==> config.mk <==
export PLATFORM = sky130hd
export DESIGN_NAME = mdio_cmd_ctrl
export DESIGN_NICKNAME = d
export VERILOG_FILES = /design/src/rtl/mdio_cmd_pkg.sv /design/src/rtl/mdio_mdc_gen.sv /design/src/rtl/mdio_frame_engine.sv /design/src/rtl/mdio_cmd_ctrl.sv
export SDC_FILE = /design/constraint.sdc
export NUM_CORES = 1
export LEC_CHECK = 0
export BUFFER_PORTS_ARGS = -buffer_cell sky130_fd_sc_hd__clkbuf_2
export CAP_MARGIN = 20
export CORE_UTILIZATION = 30
export CTS_BUF_LIST = sky130_fd_sc_hd__clkbuf_8
export DETAILED_ROUTE_END_ITERATION = 12
export SLEW_MARGIN = 30
export SYNTH_ARGS = -nofsm -noshare
export SYNTH_HDL_FRONTEND = slang
export SYNTH_HIERARCHICAL = 1
export SYNTH_SLANG_ARGS = --single-unit
==> constraint.sdc <==
create_clock -name clk -period 4.75 [get_ports clk]
set_clock_uncertainty 0.2 [all_clocks]
set_input_delay 0.2375 -clock clk [delete_from_list [all_inputs] [get_ports clk]]
set_output_delay 0.2375 -clock clk [all_outputs]
set_load 0.1 [all_outputs]
==> src/rtl/mdio_cmd_pkg.sv <==
// Package: shared constants and frame builder for the MDIO command controller.
// Assumes Clause 22 framing only; frame width is fixed by the protocol.
package mdio_cmd_pkg;

    localparam int FRAME_BITS = 64;
    localparam int PRE_BITS   = 32;
    localparam int TA_FIRST   = 46;   // index of the first turnaround bit
    localparam int TA_LAST    = 47;   // index of the bit the PHY must pull low
    localparam int DATA_W     = 16;
    localparam int FIELD_W    = 5;

    localparam int CMD_BUSY_BIT = 20;
    localparam int CMD_RD_BIT   = 17;
    localparam int CMD_WR_BIT   = 16;
    localparam int CMD_PHY_LSB  = 8;
    localparam int CMD_REG_LSB  = 0;

    typedef enum logic [1:0] {
        SEL_CMD  = 2'd0,
        SEL_DATA = 2'd1,
        SEL_STAT = 2'd2,
        SEL_NONE = 2'd3
    } reg_sel_e;

    // Assemble the 64-bit serial frame, MSB transmitted first.
    function automatic logic [FRAME_BITS-1:0] build_frame(
        input logic               is_rd,
        input logic [FIELD_W-1:0] phy,
        input logic [FIELD_W-1:0] regad,
        input logic [DATA_W-1:0]  wdata
    );
        logic [1:0] op;
        logic [1:0] ta;
        op = is_rd ? 2'b10 : 2'b01;
        ta = is_rd ? 2'b00 : 2'b10;
        return {{PRE_BITS{1'b1}}, 2'b01, op, phy, regad, ta,
                (is_rd ? {DATA_W{1'b0}} : wdata)};
    endfunction

endpackage

==> src/rtl/mdio_mdc_gen.sv <==
// Module: MDC generator. Divides the system clock by 2*HALF_DIV while run is
// high and flags the cycle before each MDC rise and fall. Assumes HALF_DIV >= 1.
// MDC is forced low and the phase counter cleared while run is low.
module mdio_mdc_gen #(
    parameter int HALF_DIV = 4
) (
    input  logic clk,
    input  logic rst_n,
    input  logic run,
    output logic mdc,
    output logic rise_tick,
    output logic fall_tick
);
    localparam int CNT_W = (HALF_DIV > 1) ? $clog2(HALF_DIV) : 1;

    logic [CNT_W-1:0] cnt;
    logic             wrap;

    assign wrap      = run && (cnt == CNT_W'(HALF_DIV - 1));
    assign rise_tick = wrap && !mdc;
    assign fall_tick = wrap && mdc;

    // Phase counter and MDC toggle.
    always_ff @(posedge clk) begin
        if (!rst_n || !run) begin
            cnt <= '0;
            mdc <= 1'b0;
        end else if (wrap) begin
            cnt <= '0;
            mdc <= !mdc;
        end else begin
            cnt <= cnt + 1'b1;
        end
    end

    assert_tick_exclusive_R6: assert property (@(posedge clk) disable iff (!rst_n)
        !(rise_tick && fall_tick));

endmodule

==> src/rtl/mdio_frame_engine.sv <==
// Module: serial frame engine. On start it loads one Clause 22 frame, shifts it
// out on fall ticks and samples MDIO on rise ticks. After the 64th bit it
// pulses done. Assumes rise and fall ticks alternate and rise comes first.
module mdio_frame_engine
    import mdio_cmd_pkg::*;
(
    input  logic               clk,
    input  logic               rst_n,
    input  logic               start,
    input  logic               start_rd,
    input  logic [FIELD_W-1:0] start_phy,
    input  logic [FIELD_W-1:0] start_reg,
    input  logic [DATA_W-1:0]  start_wdata,
    input  logic               rise_tick,
    input  logic               fall_tick,
    input  logic               mdio_i,
    output logic               busy,
    output logic               done,
    output logic [DATA_W-1:0]  rx_data,
    output logic               ta_bad,
    output logic               mdio_o,
    output logic               mdio_oe
);
    localparam int IDX_W = $clog2(FRAME_BITS);

    logic [FRAME_BITS-1:0] tx_sr;
    logic [IDX_W-1:0]      bit_idx;
    logic                  rd_q;
    logic                  last_bit;

    assign last_bit = (bit_idx == IDX_W'(FRAME_BITS - 1));
    assign done     = busy && fall_tick && last_bit;
    assign mdio_o   = tx_sr[FRAME_BITS-1];
    assign mdio_oe  = busy && (!rd_q || (bit_idx < IDX_W'(TA_FIRST)));

    // Frame sequencing: load, shift on MDC fall, finish after the last bit.
    always_ff @(posedge clk) begin
        if (!rst_n) begin
            busy    <= 1'b0;
            rd_q    <= 1'b0;
            tx_sr   <= '0;
            bit_idx <= '0;
        end else if (!busy) begin
            if (start) begin
                busy    <= 1'b1;
                rd_q    <= start_rd;
                tx_sr   <= build_frame(start_rd, start_phy, start_reg, start_wdata);
                bit_idx <= '0;
            end
        end else if (fall_tick) begin
            if (last_bit) begin
                busy  <= 1'b0;
                tx_sr <= '0;
            end else begin
                tx_sr   <= tx_sr << 1;
                bit_idx <= bit_idx + 1'b1;
            end
        end
    end

    // Receive path: sample MDIO on MDC rise, keep the turnaround verdict.
    always_ff @(posedge clk) begin
        if (!rst_n) begin
            rx_data <= '0;
            ta_bad  <= 1'b0;
        end else if (!busy && start) begin
            ta_bad <= 1'b0;
        end else if (busy && rise_tick) begin
            rx_data <= {rx_data[DATA_W-2:0], mdio_i};
            if (rd_q && bit_idx == IDX_W'(TA_LAST))
                ta_bad <= mdio_i;
        end
    end

    assert_oe_only_at_launch_R7: assert property (@(posedge clk) disable iff (!rst_n)
        $rose(mdio_oe) |-> $rose(busy));

    assert_done_ends_frame_R2: assert property (@(posedge clk) disable iff (!rst_n)
        done |=> !busy);

endmodule

==> src/rtl/mdio_cmd_ctrl.sv <==
// Module: top of the MDIO single-command controller. Decodes the register
// port, launches one frame per accepted command and collects the read results.
// Assumes register reads are combinational and writes take effect at the clock edge.
module mdio_cmd_ctrl
    import mdio_cmd_pkg::*;
#(
    parameter int HALF_DIV = 4
) (
    input  logic        clk,
    input  logic        rst_n,
    input  logic [1:0]  reg_addr,
    input  logic        reg_wr,
    input  logic [31:0] reg_wdata,
    output logic [31:0] reg_rdata,
    output logic        mdc,
    output logic        mdio_o,
    output logic        mdio_oe,
    input  logic        mdio_i
);
    logic               busy;
    logic               done;
    logic               rise_tick;
    logic               fall_tick;
    logic [DATA_W-1:0]  rx_data;
    logic               ta_bad;
    logic               cmd_go;
    logic               op_legal;
    logic               data_wr;
    reg_sel_e           sel;

    logic [FIELD_W-1:0] phy_q;
    logic [FIELD_W-1:0] regad_q;
    logic               rd_q;
    logic               wr_q;
    logic [DATA_W-1:0]  data_lo;
    logic [DATA_W-1:0]  data_hi;
    logic               stat_bad;
    logic               wdata_unused;

    assign sel          = reg_sel_e'(reg_addr);
    assign op_legal     = reg_wdata[CMD_RD_BIT] ^ reg_wdata[CMD_WR_BIT];
    assign cmd_go       = reg_wr && (sel == SEL_CMD) && reg_wdata[CMD_BUSY_BIT]
                          && op_legal && !busy;
    assign data_wr      = reg_wr && (sel == SEL_DATA) && !busy;
    assign wdata_unused = ^{reg_wdata[31:21], reg_wdata[19:18], reg_wdata[15:13],
                            reg_wdata[7:5]};

    // Command fields held for readback.
    always_ff @(posedge clk) begin
        if (!rst_n) begin
            phy_q   <= '0;
            regad_q <= '0;
            rd_q    <= 1'b0;
            wr_q    <= 1'b0;
        end else if (cmd_go) begin
            phy_q   <= reg_wdata[CMD_PHY_LSB +: FIELD_W];
            regad_q <= reg_wdata[CMD_REG_LSB +: FIELD_W];
            rd_q    <= reg_wdata[CMD_RD_BIT];
            wr_q    <= reg_wdata[CMD_WR_BIT];
        end
    end

    // Data register: software half and received half.
    always_ff @(posedge clk) begin
        if (!rst_n) begin
            data_lo <= '0;
            data_hi <= '0;
        end else begin
            if (data_wr)
                data_lo <= reg_wdata[DATA_W-1:0];
            if (done && rd_q)
                data_hi <= rx_data;
        end
    end

    // Read status: updated at the end of each read frame.
    always_ff @(posedge clk) begin
        if (!rst_n)
            stat_bad <= 1'b0;
        else if (done && rd_q)
            stat_bad <= ta_bad;
    end

    // Register read mux.
    always_comb begin
        reg_rdata = '0;
        case (sel)
            SEL_CMD: begin
                reg_rdata[CMD_BUSY_BIT]               = busy;
                reg_rdata[CMD_RD_BIT]                 = rd_q;
                reg_rdata[CMD_WR_BIT]                 = wr_q;
                reg_rdata[CMD_PHY_LSB +: FIELD_W]     = phy_q;
                reg_rdata[CMD_REG_LSB +: FIELD_W]     = regad_q;
            end
            SEL_DATA: reg_rdata = {data_hi, data_lo};
            SEL_STAT: reg_rdata[0] = stat_bad;
            default:  reg_rdata = '0;
        endcase
    end

    mdio_mdc_gen #(.HALF_DIV(HALF_DIV)) mdc_gen_i (
        .clk       (clk),
        .rst_n     (rst_n),
        .run       (busy),
        .mdc       (mdc),
        .rise_tick (rise_tick),
        .fall_tick (fall_tick)
    );

    mdio_frame_engine engine_i (
        .clk         (clk),
        .rst_n       (rst_n),
        .start       (cmd_go),
        .start_rd    (reg_wdata[CMD_RD_BIT]),
        .start_phy   (reg_wdata[CMD_PHY_LSB +: FIELD_W]),
        .start_reg   (reg_wdata[CMD_REG_LSB +: FIELD_W]),
        .start_wdata (data_lo),
        .rise_tick   (rise_tick),
        .fall_tick   (fall_tick),
        .mdio_i      (mdio_i),
        .busy        (busy),
        .done        (done),
        .rx_data     (rx_data),
        .ta_bad      (ta_bad),
        .mdio_o      (mdio_o),
        .mdio_oe     (mdio_oe)
    );

    assert_cmd_locked_R4: assert property (@(posedge clk) disable iff (!rst_n)
        (busy && reg_wr && sel == SEL_CMD) |=> $stable({phy_q, regad_q, rd_q, wr_q}));

    assert_data_locked_R4: assert property (@(posedge clk) disable iff (!rst_n)
        (busy && reg_wr && sel == SEL_DATA) |=> $stable(data_lo));

    assert_one_op_R3: assert property (@(posedge clk) disable iff (!rst_n)
        busy |-> $countones({rd_q, wr_q}) == 1);

    assert_mdc_idle_low_R6: assert property (@(posedge clk) disable iff (!rst_n)
        !busy |-> !mdc);

    assert_out_on_fall_R6: assert property (@(posedge clk) disable iff (!rst_n)
        (busy && $past(busy) && !$stable(mdio_o)) |-> $fell(mdc));

    assert_status_on_read_R9: assert property (@(posedge clk) disable iff (!rst_n)
        !$stable(stat_bad) |-> $past(rd_q));

endmodule

==> results of run 1 <==
registers in the layout (all words and copies together) (netlist names):
signal,flops
mdc_gen_i/cnt,2
engine_i/busy,1
rd_q,1
engine_i/ta_bad,1
data_hi,16
engine_i/tx_sr,64
engine_i/rx_data,16
engine_i/rd_q,1
data_lo,16
stat_bad,1
wr_q,1
regad_q,5
phy_q,5
engine_i/bit_idx,6
mdc_gen_i/mdc,1
final cells by class:
| cell class | count | area share (%) |
|---|---|---|
| Clock inverter | 15 | 1.81 |
| Inverter | 3 | 0.158 |
| Tap cell | 270 | 4.75 |
| Multi-Input combinational cell | 538 | 43.6 |
| Antenna cell | 1 | 0.0352 |
| Timing Repair Buffer | 88 | 7.85 |
| Clock buffer | 17 | 3.29 |
| Sequential cell | 137 | 38.6 |
Yosys cell counts (all sizes together) (3+ instances only):
| library cell | n | area [sq um] |
|---|---|---|
| nand2 | 149 | 559 |
| dfxtp | 137 | 2740 |
| a21oi | 118 | 591 |
| o21ai | 53 | 265 |
| clkbuf | 41 | 155 |
| a21boi | 33 | 248 |
| o211ai | 33 | 248 |
| buf | 31 | 180 |
| mux2i | 25 | 250 |
| and2 | 22 | 138 |
| nand2b | 17 | 106 |
| nor2 | 17 | 63.8 |
| o221a | 17 | 191 |
| nand3 | 13 | 65.1 |
| a31oi | 3 | 18.8 |
| inv | 3 | 11.3 |
| nor3 | 3 | 26.3 |
| o21a | 3 | 22.5 |
layer usage:
layer,vias to the layer above,wire length [um]
li1,2712,-
met4,0,191
met2,92,7110
met3,12,576
met5,-,0
met1,2584,7530
report_power, final:
group	internal (W)	leakage [nW]	switching [W]	total, W
clock	0.000412	0.172	0.000472	0.000884
sequential	0.00117	1.11	0.0000114	0.00118
combinational	0.0000512	1.19	0.0000890	0.000140
total	0.00163	2.47	0.000573	0.00220
critical path, delay by kind of cell, from the launching register on:
family,cells,cell delay [ns]
adders and majority gates,1,0.18
buffers and inverters,3,0.61
AOI/OAI and AO/OA,1,0.18
DFF,1,0.45
and+or+nand+nor,3,1.11
per-stage QoR:
step	utilization [%]	power (W)	hold WS, ns	cells	instance area [sq um]
after floorplan	-	0.00130	0.172	750	6180
final	35.2	0.00220	0.0236	1069	7110
after global placement	32.5	0.00133	0.222	1018	6570
after detailed placement	32.5	0.00133	0.227	1018	6570
after global routing	35.1	0.00228	0.0383	1068	7110
after CTS	35.1	0.00222	0.00504	1068	7110
cell families after synthesis:
kind of cell,count (synthesis),share of synthesized area (%)
xor+xnor,2,0.283
buf+inv,75,5.60
simple gates,238,18.0
compound gates,270,27.1
fa+ha+maj,2,0.405
mux,26,4.23
flops,137,44.4
how the worst min path moves through the flow:
| stage | from | end | slack (ns) | depth (start not counted) |
|---|---|---|---|---|
| final | reg_wdata[20] | rd_q$_SDFFE_PN0P_ | 0.02 | 4 |
| after floorplan | reg_wdata[0] | data_lo[0]$_SDFFE_PN0P_ | 0.17 | 2 |
| after CTS | reg_wdata[20] | rd_q$_SDFFE_PN0P_ | 0.005 | 4 |
| after global routing | reg_wdata[20] | rd_q$_SDFFE_PN0P_ | 0.04 | 4 |
| after detailed placement | mdc_gen_i/cnt[0]$_SDFF_PP0_ | mdc_gen_i/cnt[0]$_SDFF_PP0_ | 0.23 | 1 |
| after global placement | mdc_gen_i/cnt[0]$_SDFF_PP0_ | mdc_gen_i/cnt[0]$_SDFF_PP0_ | 0.22 | 1 |
==> run_results.csv, run 1 <==
group,metric,value,unit
run_status,status,"completed",
global_routing,grt_use_met2,24.1,%
global_routing,use_met3,2.60,%
timing,finalSetupViolations,0,
yosys,synth_cell_type_count,51,
setup_path,startpoint,"engine_i/bit_idx[0]$_SDFFE_PN0P_",
setup_path,r2r.worst_path.cells,8,
cts,cts_buffers,17,
finish,ff_latch_area,2740,sq um
cts,ctsResizeCount,0,
placed_design,port-buffer-count,59,
drt,detail_route.wl_per_cell,14.4,um
finish,final_common_cell,"nand2_1",
cts,cts_buffer_depth,2,
yosys,yosys_warnings,6,
finish,final_nets,825,
drt,routed_wl,15400,um
timing,max_freq,355,MHz
die,coreArea,20200,sq um
yosys,synth_ff_type,"dfxtp_1",
drt,drc,0,
pwr,power_density,310,nW/um^2
global_routing,grt_pass1_wl,25700,um
yosys,syn-mean-instance-area,8.24,sq um
timing,tightest_slew,0.898,ns
flow_run,cap_viol_max_count,0,
timing,final.setup.worst_slack,1.93,ns
die,io_pins,73,
cts,cts-root-buf,"clkbuf_8",
setup_path,crit_chain,"ha_1 -> buf_4 -> inv_1 -> buf_4 -> nor3_1 -> and2_1 -> nand2_1 -> a21boi_0",
finish,drive_gt1_share,16.0,%
setup_path,r2r_start,"engine_i/bit_idx[0]$_SDFFE_PN0P_",
setup_path,required,4.92,ns
setup_path,endpoint,"data_hi[6]$_SDFFE_PN0P_",
timing,slew_violations,0,
setup_path,crit_top_cell,"buf_4",
yosys,synth_seq_cells,137,
cts,clkLatencyLatePin,0.45,ns
die,rows,52,
global_routing,grt.busiest_layer,"met2",
cts,clk_pin_slew,0.09,ns
placed_design,dp_hpwl,9080,um
finish,num-fill-cells,2112,
cts,htreeDepth,4,
setup_path,critical_path_class,"flop to flop",
finish,syn_to_final_growth,15.0,%
placed_design,gp_congestion,0.734,
global_routing,grt_use_met1,19.9,%
finish,multi_input_area,3100,sq um
cts,postCtsSetupBuffers,0,
timing,relSlewSlack,40.1,%
global_routing,antenna_found_initial,0,
global_routing,grt_max_degree,51,
setup_path,crit_fanout,50,
setup_path,r2r-end,"data_hi[6]$_SDFFE_PN0P_",
timing,tns,0,ns
yosys,yosysSeqAreaShare,44.4,%
setup_path,cp-end-kind,"flop",
setup_path,start_kind,"flop",
setup_path,crit_slowest_cell,"and2_1",
pwr,peakVddDrop,0.199,mV
drt,drt_iter0_markers,340,
die,die_y,146,um
yosys,synthArstFlopShare,0,%
yosys,syn_area,6180,sq um
yosys,synth-edff-count,0,
die,dieArea,21200,sq um
drt,firstDrtPassIters,4,
timing,period_needed,2.82,ns
min_path,hold_path_class,"input port to flop",
timing,hold_viol,0,
placed_design,pre_cts_ws,1.94,ns
drt,detail-route-antenna-nets,0,
drt,vias,5400,
finish,mostFrequentLayoutCells,"149 x nand2_1, 137 x dfxtp_1, 118 x a21oi_1",
cts,cts_tree,"built",
global_routing,grt_pass1_vias,5018,
setup_path,critPathMaxStageDelay,0.60,ns
drt,viasPerCell,5.05,
setup_path,reg2reg_slack,1.93,ns
timing,rsz0062_at_grt,"false",
global_routing,grtUsageTotal,14.9,%
timing,period_share,59.3,%
cts,cts_hold_buf,18,
global_routing,gr-total-overflow,0,
pwr,leakagePower,2.47,nW
setup_path,arrival,2.99,ns
die,die_w,146,um
cts,numClockSinks,137,
yosys,syn_inst,750,
yosys,mappedNetlistNets,790,
die,start_util,30.6,%
(Power assumes the default switching activity.)
==> inputs of run 2 (changes only) <==
==> constraint.sdc (replaced) <==
create_clock -name clk -period 2.8 [get_ports clk]
set_clock_uncertainty 0.2 [all_clocks]
set_input_delay 0.14 -clock clk [delete_from_list [all_inputs] [get_ports clk]]
set_output_delay 0.14 -clock clk [all_outputs]
set_load 0.1 [all_outputs]
==> run_results.csv, run 2 (synthesized netlist as in run 1, its figures left out) <==
group,metric,value,unit
run_status,status,"completed",
setup_path,reg2reg_slack,0.46,ns
pwr,internal_power,0.00306,W
finish,mostFrequentLayoutCells,"149 x nand2_1, 137 x dfxtp_1, 118 x a21oi_1",
drt,routed_wl,15800,um
setup_path,cp-end-kind,"flop",
die,coreArea,20200,sq um
timing,fin_hold_ws,0.0389,ns
global_routing,grtUsageTotal,15.1,%
setup_path,crit_fanout,45,
timing,period_needed,2.34,ns
drt,detail_route.wl_per_cell,14.6,um
cts,clk_pin_slew,0.07,ns
timing,finalSetupViolations,0,
pwr,seq_power_share,50.3,%
setup_path,critPathTopFamily,"multiplexers",
global_routing,grt_pass1_vias,5072,
finish,largest_reg_flops,64,
pwr,swShare,23.0,%
timing,max_freq,427,MHz
setup_path,critical_path_class,"flop to flop",
pwr,p_sw,0.000917,W
timing,tns,0,ns
timing,tightest_slew,0.976,ns
global_routing,grt_use_met2,24.2,%
timing,relSlewSlack,34.8,%
finish,top_register,"engine_i/tx_sr",
timing,rsz0062_at_grt,"false",
finish,final_nets,839,
finish,final_area,7290,sq um
drt,viasPerCell,4.99,
global_routing,grt_max_degree,80,
die,die_w,146,um
die,rows,52,
timing,slew_violations,0,
setup_path,crit_slowest_cell,"mux2_2",
cts,cts-root-buf,"clkbuf_8",
cts,cts_tree,"built",
finish,drive_gt1_share,17.0,%
pwr,peakVddDrop,0.278,mV
setup_path,critPathBufInv,0,
cts,htreeDepth,4,
placed_design,dp_hpwl,9400,um
cts,ctsResizeCount,0,
cts,numClockSinks,137,
setup_path,crit_chain,"ha_1 -> and3_2 -> mux2_2 -> o221ai_1 -> a21oi_1",
pwr,leakagePower,2.59,nW
setup_path,required,2.97,ns
finish,diodes,0,
global_routing,gr-total-overflow,0,
pwr,power_density,546,nW/um^2
cts,cts_buffers,17,
timing,hold_viol,0,
drt,firstDrtPassIters,5,
global_routing,antenna_found_initial,1,
placed_design,gp_congestion,0.784,
pwr,combPwrFrac,6.3,%
drt,drt_iter0_markers,328,
cts,clkLatencyLatePin,0.45,ns
finish,syn_to_final_growth,17.9,%
placed_design,placed_area,6660,sq um
timing,period_share,83.6,%
pwr,pwr-share-clk,43.5,%
die,start_util,30.6,%
drt,detail-route-antenna-nets,0,
min_path,hold_path_class,"input port to flop",
drt,vias,5395,
setup_path,critPathMaxStageDelay,0.77,ns
die,io_pins,73,
global_routing,grt_use_met1,19.8,%
global_routing,grt.busiest_layer,"met2",
placed_design,port-buffer-count,59,
setup_path,start_kind,"flop",
finish,final_common_cell,"nand2_1",
drt,drc,0,
die,dieArea,21200,sq um
setup_path,arrival,2.51,ns
global_routing,grt_pass1_wl,25800,um
die,die_y,146,um
flow_run,cap_viol_max_count,0,
cts,cts_buffer_depth,2,
global_routing,use_met3,3.35,%
-- run 2: final cells by class --
cell class / instances / area [sq um]
fillers: 2062 / 12900
clock inverters: 10 / 123
inverters: 3 / 11.3
well taps: 270 / 338
repair buffers: 102 / 676
multi-input cells: 538 / 3100
flip-flops and latches: 137 / 2740
clock buffers: 22 / 303
-- run 2: tightest hold or removal path, cell delays in order --
cell     delay (ns)
buf_2          0.12
buf_4          0.23
o211a_1        0.14
-- run 2: what timing repair did --
item                                   CTS  global route
hold buffers                            21             0
endpoints found under the hold margin   41             0
buffers inserted                         0             0
-- run 2: path summary, 6_finish.rpt --
path	start	end	cells after the start
max	mdc_gen_i/cnt[0]$_SDFF_PP0_	engine_i/tx_sr[29]$_SDFFE_PN0P_	5
min	rst_n	engine_i/bit_idx[0]$_SDFFE_PN0P_	3
max reg2reg	mdc_gen_i/cnt[0]$_SDFF_PP0_	engine_i/tx_sr[29]$_SDFFE_PN0P_	5
min reg2reg	mdc_gen_i/cnt[0]$_SDFF_PP0_	mdc_gen_i/cnt[0]$_SDFF_PP0_	1
-- run 2: per-stage QoR --
step                power (W)  std cells  utilization [%]  worst slack [ns]
finish                0.00398       1082             36.0             0.460
global placement      0.00227       1029             32.9             0.505
detailed placement    0.00227       1029             32.9             0.488
floorplan             0.00220        750                -             0.107
global route          0.00414       1082             36.0             0.277
CTS                   0.00403       1082             36.0             0.463
-- run 2: power by group through the flow --
stage | sequential (W) | clock [W] | combinational (W)
after floorplan | 0.00204 | 0 | 0.000159
after global placement | 0.00204 | 0 | 0.000226
after detailed placement | 0.00204 | 0 | 0.000227
after CTS | 0.00200 | 0.00178 | 0.000250
after global routing | 0.00200 | 0.00186 | 0.000272
final | 0.00200 | 0.00173 | 0.000250
-- run 2: layer usage --
layer	wire, um	share of wire, %
met5	0	0
met4	131	0.83
met3	555	3.5
met2	7250	46
met1	7820	50
